===== config.mk =====
export PLATFORM = sky130hd
export DESIGN_NAME = pos_range_monitor
export DESIGN_NICKNAME = d
export VERILOG_FILES = /design/src/rtl/pos_mon_pkg.sv /design/src/rtl/pm_sync.sv /design/src/rtl/pm_arm.sv /design/src/rtl/pm_fault.sv /design/src/rtl/pos_range_monitor.sv
export SDC_FILE = /design/constraint.sdc
export NUM_CORES = 1
export LEC_CHECK = 0
export BUFFER_PORTS_ARGS = -buffer_cell sky130_fd_sc_hd__buf_2
export CORE_AREA = 2 2 39 41
export CTS_CLUSTER_DIAMETER = 60
export CTS_CLUSTER_SIZE = 28
export DETAILED_ROUTE_END_ITERATION = 12
export DIE_AREA = 0 0 41 43
export PLACE_DENSITY_LB_ADDON = 0.08
export REMOVE_ABC_BUFFERS = 1
export SLEW_MARGIN = 40
export SYNTH_ARGS = -nofsm -noshare
export SYNTH_HDL_FRONTEND = slang
export SYNTH_SLANG_ARGS = --single-unit

===== constraint.sdc =====
create_clock -name clk_i -period 0.8 [get_ports clk_i]
set_clock_uncertainty 0.05 [all_clocks]
set_input_delay 0.08 -clock clk_i [delete_from_list [all_inputs] [get_ports clk_i]]
set_output_delay 0.08 -clock clk_i [all_outputs]
set_load 0.05 [all_outputs]

===== src/rtl/pos_mon_pkg.sv =====
package pos_mon_pkg;
  typedef struct packed {
    logic idx;
    logic ret;
    logic rest;
    logic purge;
    logic load;
  } mon_in_t;
  localparam int unsigned IN_W = $bits(mon_in_t);
endpackage


===== src/rtl/pm_sync.sv =====
module pm_sync #(
  parameter int unsigned STAGES = 2,
  parameter int unsigned W      = 1
) (
  input  logic         clk_i,
  input  logic         rst_ni,
  input  logic [W-1:0] d_i,
  output logic [W-1:0] q_o
);
  logic [W-1:0] stg [STAGES];

  always_ff @(posedge clk_i or negedge rst_ni) begin
    if (!rst_ni) stg[0] <= '0;
    else         stg[0] <= d_i;
  end

  for (genvar s = 1; s < STAGES; s++) begin : g_stage
    always_ff @(posedge clk_i or negedge rst_ni) begin
      if (!rst_ni) stg[s] <= '0;
      else         stg[s] <= stg[s-1];
    end
  end

  assign q_o = stg[STAGES-1];
endmodule


===== src/rtl/pm_arm.sv =====
module pm_arm (
  input  logic clk_i,
  input  logic rst_ni,
  input  logic clr_i,
  input  logic trig_i,
  output logic armed_o
);
  logic trig_q;

  always_ff @(posedge clk_i or negedge rst_ni) begin
    if (!rst_ni) trig_q <= 1'b0;
    else         trig_q <= trig_i;
  end

  // set input is constant one: any falling trigger edge sets
  always_ff @(posedge clk_i or negedge rst_ni) begin
    if (!rst_ni)                armed_o <= 1'b0;
    else if (clr_i)             armed_o <= 1'b0;
    else if (trig_q && !trig_i) armed_o <= 1'b1;
  end
endmodule


===== src/rtl/pm_fault.sv =====
module pm_fault (
  input  logic clk_i,
  input  logic rst_ni,
  input  logic clr_i,
  input  logic armed_i,
  input  logic idx_i,
  input  logic ret_i,
  output logic err_no,
  output logic unload_o
);
  logic fault;

  assign fault  = armed_i && (idx_i || ret_i);
  assign err_no = !fault;

  always_ff @(posedge clk_i or negedge rst_ni) begin
    if (!rst_ni)    unload_o <= 1'b0;
    else if (clr_i) unload_o <= 1'b0;
    else if (fault) unload_o <= 1'b1;
  end
endmodule


===== src/rtl/pos_range_monitor.sv =====
module pos_range_monitor
  import pos_mon_pkg::*;
#(
  parameter int unsigned SYNC_STAGES = 2
) (
  input  logic clk_i,
  input  logic rst_ni,
  input  logic index_i,
  input  logic retract_i,
  input  logic restore_i,
  input  logic purge_i,
  input  logic load_i,
  output logic armed_o,
  output logic limit_err_no,
  output logic unload_o
);
  mon_in_t raw, syn;
  logic    clr_s, trig_s;
  logic    idx_s, ret_s, rest_s, purge_s, load_s;

  assign raw = '{idx: index_i, ret: retract_i, rest: restore_i,
                 purge: purge_i, load: load_i};

  pm_sync #(.STAGES(SYNC_STAGES), .W(IN_W)) u_sync (
    .clk_i (clk_i),
    .rst_ni(rst_ni),
    .d_i   (raw),
    .q_o   (syn)
  );

  assign idx_s   = syn.idx;
  assign ret_s   = syn.ret;
  assign rest_s  = syn.rest;
  assign purge_s = syn.purge;
  assign load_s  = syn.load;

  assign clr_s  = !purge_s && !load_s;
  assign trig_s = idx_s && !rest_s;

  pm_arm u_arm (
    .clk_i  (clk_i),
    .rst_ni (rst_ni),
    .clr_i  (clr_s),
    .trig_i (trig_s),
    .armed_o(armed_o)
  );

  pm_fault u_fault (
    .clk_i   (clk_i),
    .rst_ni  (rst_ni),
    .clr_i   (clr_s),
    .armed_i (armed_o),
    .idx_i   (idx_s),
    .ret_i   (ret_s),
    .err_no  (limit_err_no),
    .unload_o(unload_o)
  );
endmodule


==> reports/metrics.cfg <==
[pwr]
design_power_total_mw=1.38
vdd_drop_max_uv=842
pwr_density_cell_nw_per_um2=2280
power.static_leakage_nw=0.283

[timing]
maxClockFrequency_mhz=894
max-slew-margin-rel_pct=81.8
period_minus_slack_ns=1.12
hold_viol_final=0
worst_slew_pin_slew_ns=0.274
slew_violations=0
grt_setup_unrepaired=true
setup_violating_endpoint_count_in_the_final_report=5
fin_crit_sh_pct=140
hold-worst-slack_ns=0.164
final.setup.worst_slack_ns=-0.319
setup_total_negative_slack_ns=-0.877

[synth]
synth.lib_cells_used.distinct=7
synth-async-reset-ratio_pct=100
synth_largest_area_cell=sky130_fd_sc_hd__dfrtp_1
ys_seq_elements=13
synth_most_common_cell=sky130_fd_sc_hd__dfrtp_1
synth_top_flop_cell=sky130_fd_sc_hd__dfrtp_1
synth.top_cell.area_share_pct=85.0
synth_seq_area_share_pct=85.0
synth.yosys.warnings=0
synthesis.area_per_instance_sq_um=18.2
postSynthCellCount=21
synthTopCellsByArea=sky130_fd_sc_hd__dfrtp_1 85%, sky130_fd_sc_hd__a21oi_2 4.6%, sky130_fd_sc_hd__nor2b_4 3.6%, sky130_fd_sc_hd__o21ai_2 2.3%, sky130_fd_sc_hd__inv_1 2.0%
netlist_top_cells_count=13 x sky130_fd_sc_hd__dfrtp_1, 2 x sky130_fd_sc_hd__a21oi_2, 2 x sky130_fd_sc_hd__inv_1
mapped_area_sq_um=383
synth-edff-count=0

[finish]
post_layout_nets=52
drive_above_1_share_pct=47.7
area.growth.synth_to_final_pct=57.8
insertedDiodeCount=0

[clock_tree]
h-tree-depth=1
cts_made_buffers=3
cts_tree=yes
clk_sink_count=13
clkTransAtPathRegs_ns=0.07
cts-root-buf=sky130_fd_sc_hd__clkbuf_4
worst_skew_pair.late_latency_ns=0.26
cts_max_path_buffers=2

[placed_design]
io_buffer_count=9
finalWeightedCongestion=0.589
dp_worst_setup_slack_ns=-0.138

[drt]
avgViaCountPerCell=3.95
drt-total-wl_microns=592
dr.pass1.iters=2
postRouteAntennaNets=0
avgRoutedWirePerCell_microns=9.87
dr.first_iter.drc_count=1
drt_drc_violations_left=0
detailroute.via_count=237

[floorplanning]
floorplan.die.height_microns=43
row_count=14
floorplan.die.width_microns=41
die_area_sq_um=1760
top_level_ports=10
floorplan.initialDensity_pct=27.7
core_area_sq_um=1380

[setup_path]
critical_path.slowest_cell=sky130_fd_sc_hd__dfrtp_1
crit_type=reg2out
endpoint_kind=primary output
worstPathBufferInverterCount=1
cp_data_arrival_time_ns=0.99
crit_required_ns=0.67
critical_path.top_delay_family=flip-flops
crit_chain=o21ai_2 > buf_6
timing.critical_path.from_type=flop
crit_path_max_incr_delay_ns=0.38
critical_path.max_fanout=2

[worst_hold_path]
min-delay-path-class=in2async

[grt]
antenna_found_initial=0
grt_start_max_net_pins=14
wire_length_of_the_first_global_routing_pass_microns=979
grt-ovfl-total=0
globalRouteTotalUtil_pct=8.82
vias_in_the_first_global_route=252

[run_status]
status=complete, but fails checks
failed_checks=setup timing

[job]
maxCapViolCount=0

## path summary, 6_finish.rpt
path	startpoint	slack (ns)	depth (start not counted)	to
hold reg to reg	u_sync.stg[6]	0.30	0	u_sync.q_o[1]
hold / removal	rst_ni	0.16	2	u_sync.q_o[0]
setup / recovery	u_sync.q_o[3]	-0.32	2	limit_err_no
max in group asynchronous	rst_ni	0.32	2	u_arm.trig_q
setup reg to reg	u_arm.armed_o	-0.15	4	u_arm.armed_o
min in group clk_i	u_sync.stg[6]	0.30	0	u_sync.q_o[1]
## power by group
part | internal (mW) | total [mW] | switching (mW)
clock network | 0.193 | 0.380 | 0.187
logic | 0.132 | 0.264 | 0.132
registers | 0.700 | 0.732 | 0.0322
total | 1.02 | 1.38 | 0.351
## cell usage in the layout, fill, tap and decap left out
master                          netlist  routed
sky130_fd_sc_hd__buf_6                0       5
sky130_fd_sc_hd__nor2_1               1       1
sky130_fd_sc_hd__o22ai_4              0       1
sky130_fd_sc_hd__clkbuf_4             0       3
sky130_fd_sc_hd__dlygate4sd3_1        0       6
sky130_fd_sc_hd__buf_4                0       2
sky130_fd_sc_hd__o21ai_2              1       1
sky130_fd_sc_hd__inv_1                2       2
sky130_fd_sc_hd__a21oi_2              2       2
sky130_fd_sc_hd__buf_2                0       6
sky130_fd_sc_hd__dfrtp_1             13      13
sky130_fd_sc_hd__nor2b_4              1       1
sky130_fd_sc_hd__clkbuf_1             0       1
## worst reg2reg max path, cell delays in order (launching register included)
cell and delay (ns):
sky130_fd_sc_hd__dfrtp_1 0.42, sky130_fd_sc_hd__buf_6 0.13, sky130_fd_sc_hd__buf_6 0.11, sky130_fd_sc_hd__o22ai_4 0.09, sky130_fd_sc_hd__a21oi_2 0.04
## routing by layer
metal,GRT usage (%),vias to the layer above,wire (microns)
li1,-,112,-
met1,8.62,115,218
met2,14.4,10,332
met3,3.14,0,41
met4,6.00,0,0
met5,0,-,0
## cell type report
class | count | area (sq um)
flip-flops and latches | 13 | 325
well taps | 16 | 20.0
repair buffers | 19 | 161
clock buffers | 4 | 26.3
fillers | 131 | 779
multi-input cells | 6 | 63.8
inverters | 2 | 7.51
## registers in the layout, indices dropped and copies added, names as in the netlist
| register | count |
|---|---|
| u_arm.trig_q | 1 |
| u_fault.unload_o | 1 |
| u_sync.q_o | 5 |
| u_arm.armed_o | 1 |
| u_sync.stg | 5 |
## cell families after synthesis
group / count (synthesis) / share of synthesized area (%)
compound gates: 4 / 8.50
simple gates: 2 / 4.57
flops: 13 / 85.0
buf+inv: 2 / 1.96
## what timing repair did
action                                  in CTS  in global routing
hold buffers                                 6                  0
cloned                                       0                  0
setup buffers                                1                  2
hold endpoints to repair                    18                  0
resized for setup                            8                  2
endpoints found under the setup margin       4                  5
pin swaps                                    2                  1
## per-stage QoR
stage               std cells  util, %  area (sq um)
floorplan                  21        -           383
global placement           47     32.9           455
detailed placement         47     32.9           455
CTS                        58     41.8           578
global route               60     43.7           604
finish                     60     43.7           604
Power figures use the tool's default switching activity.
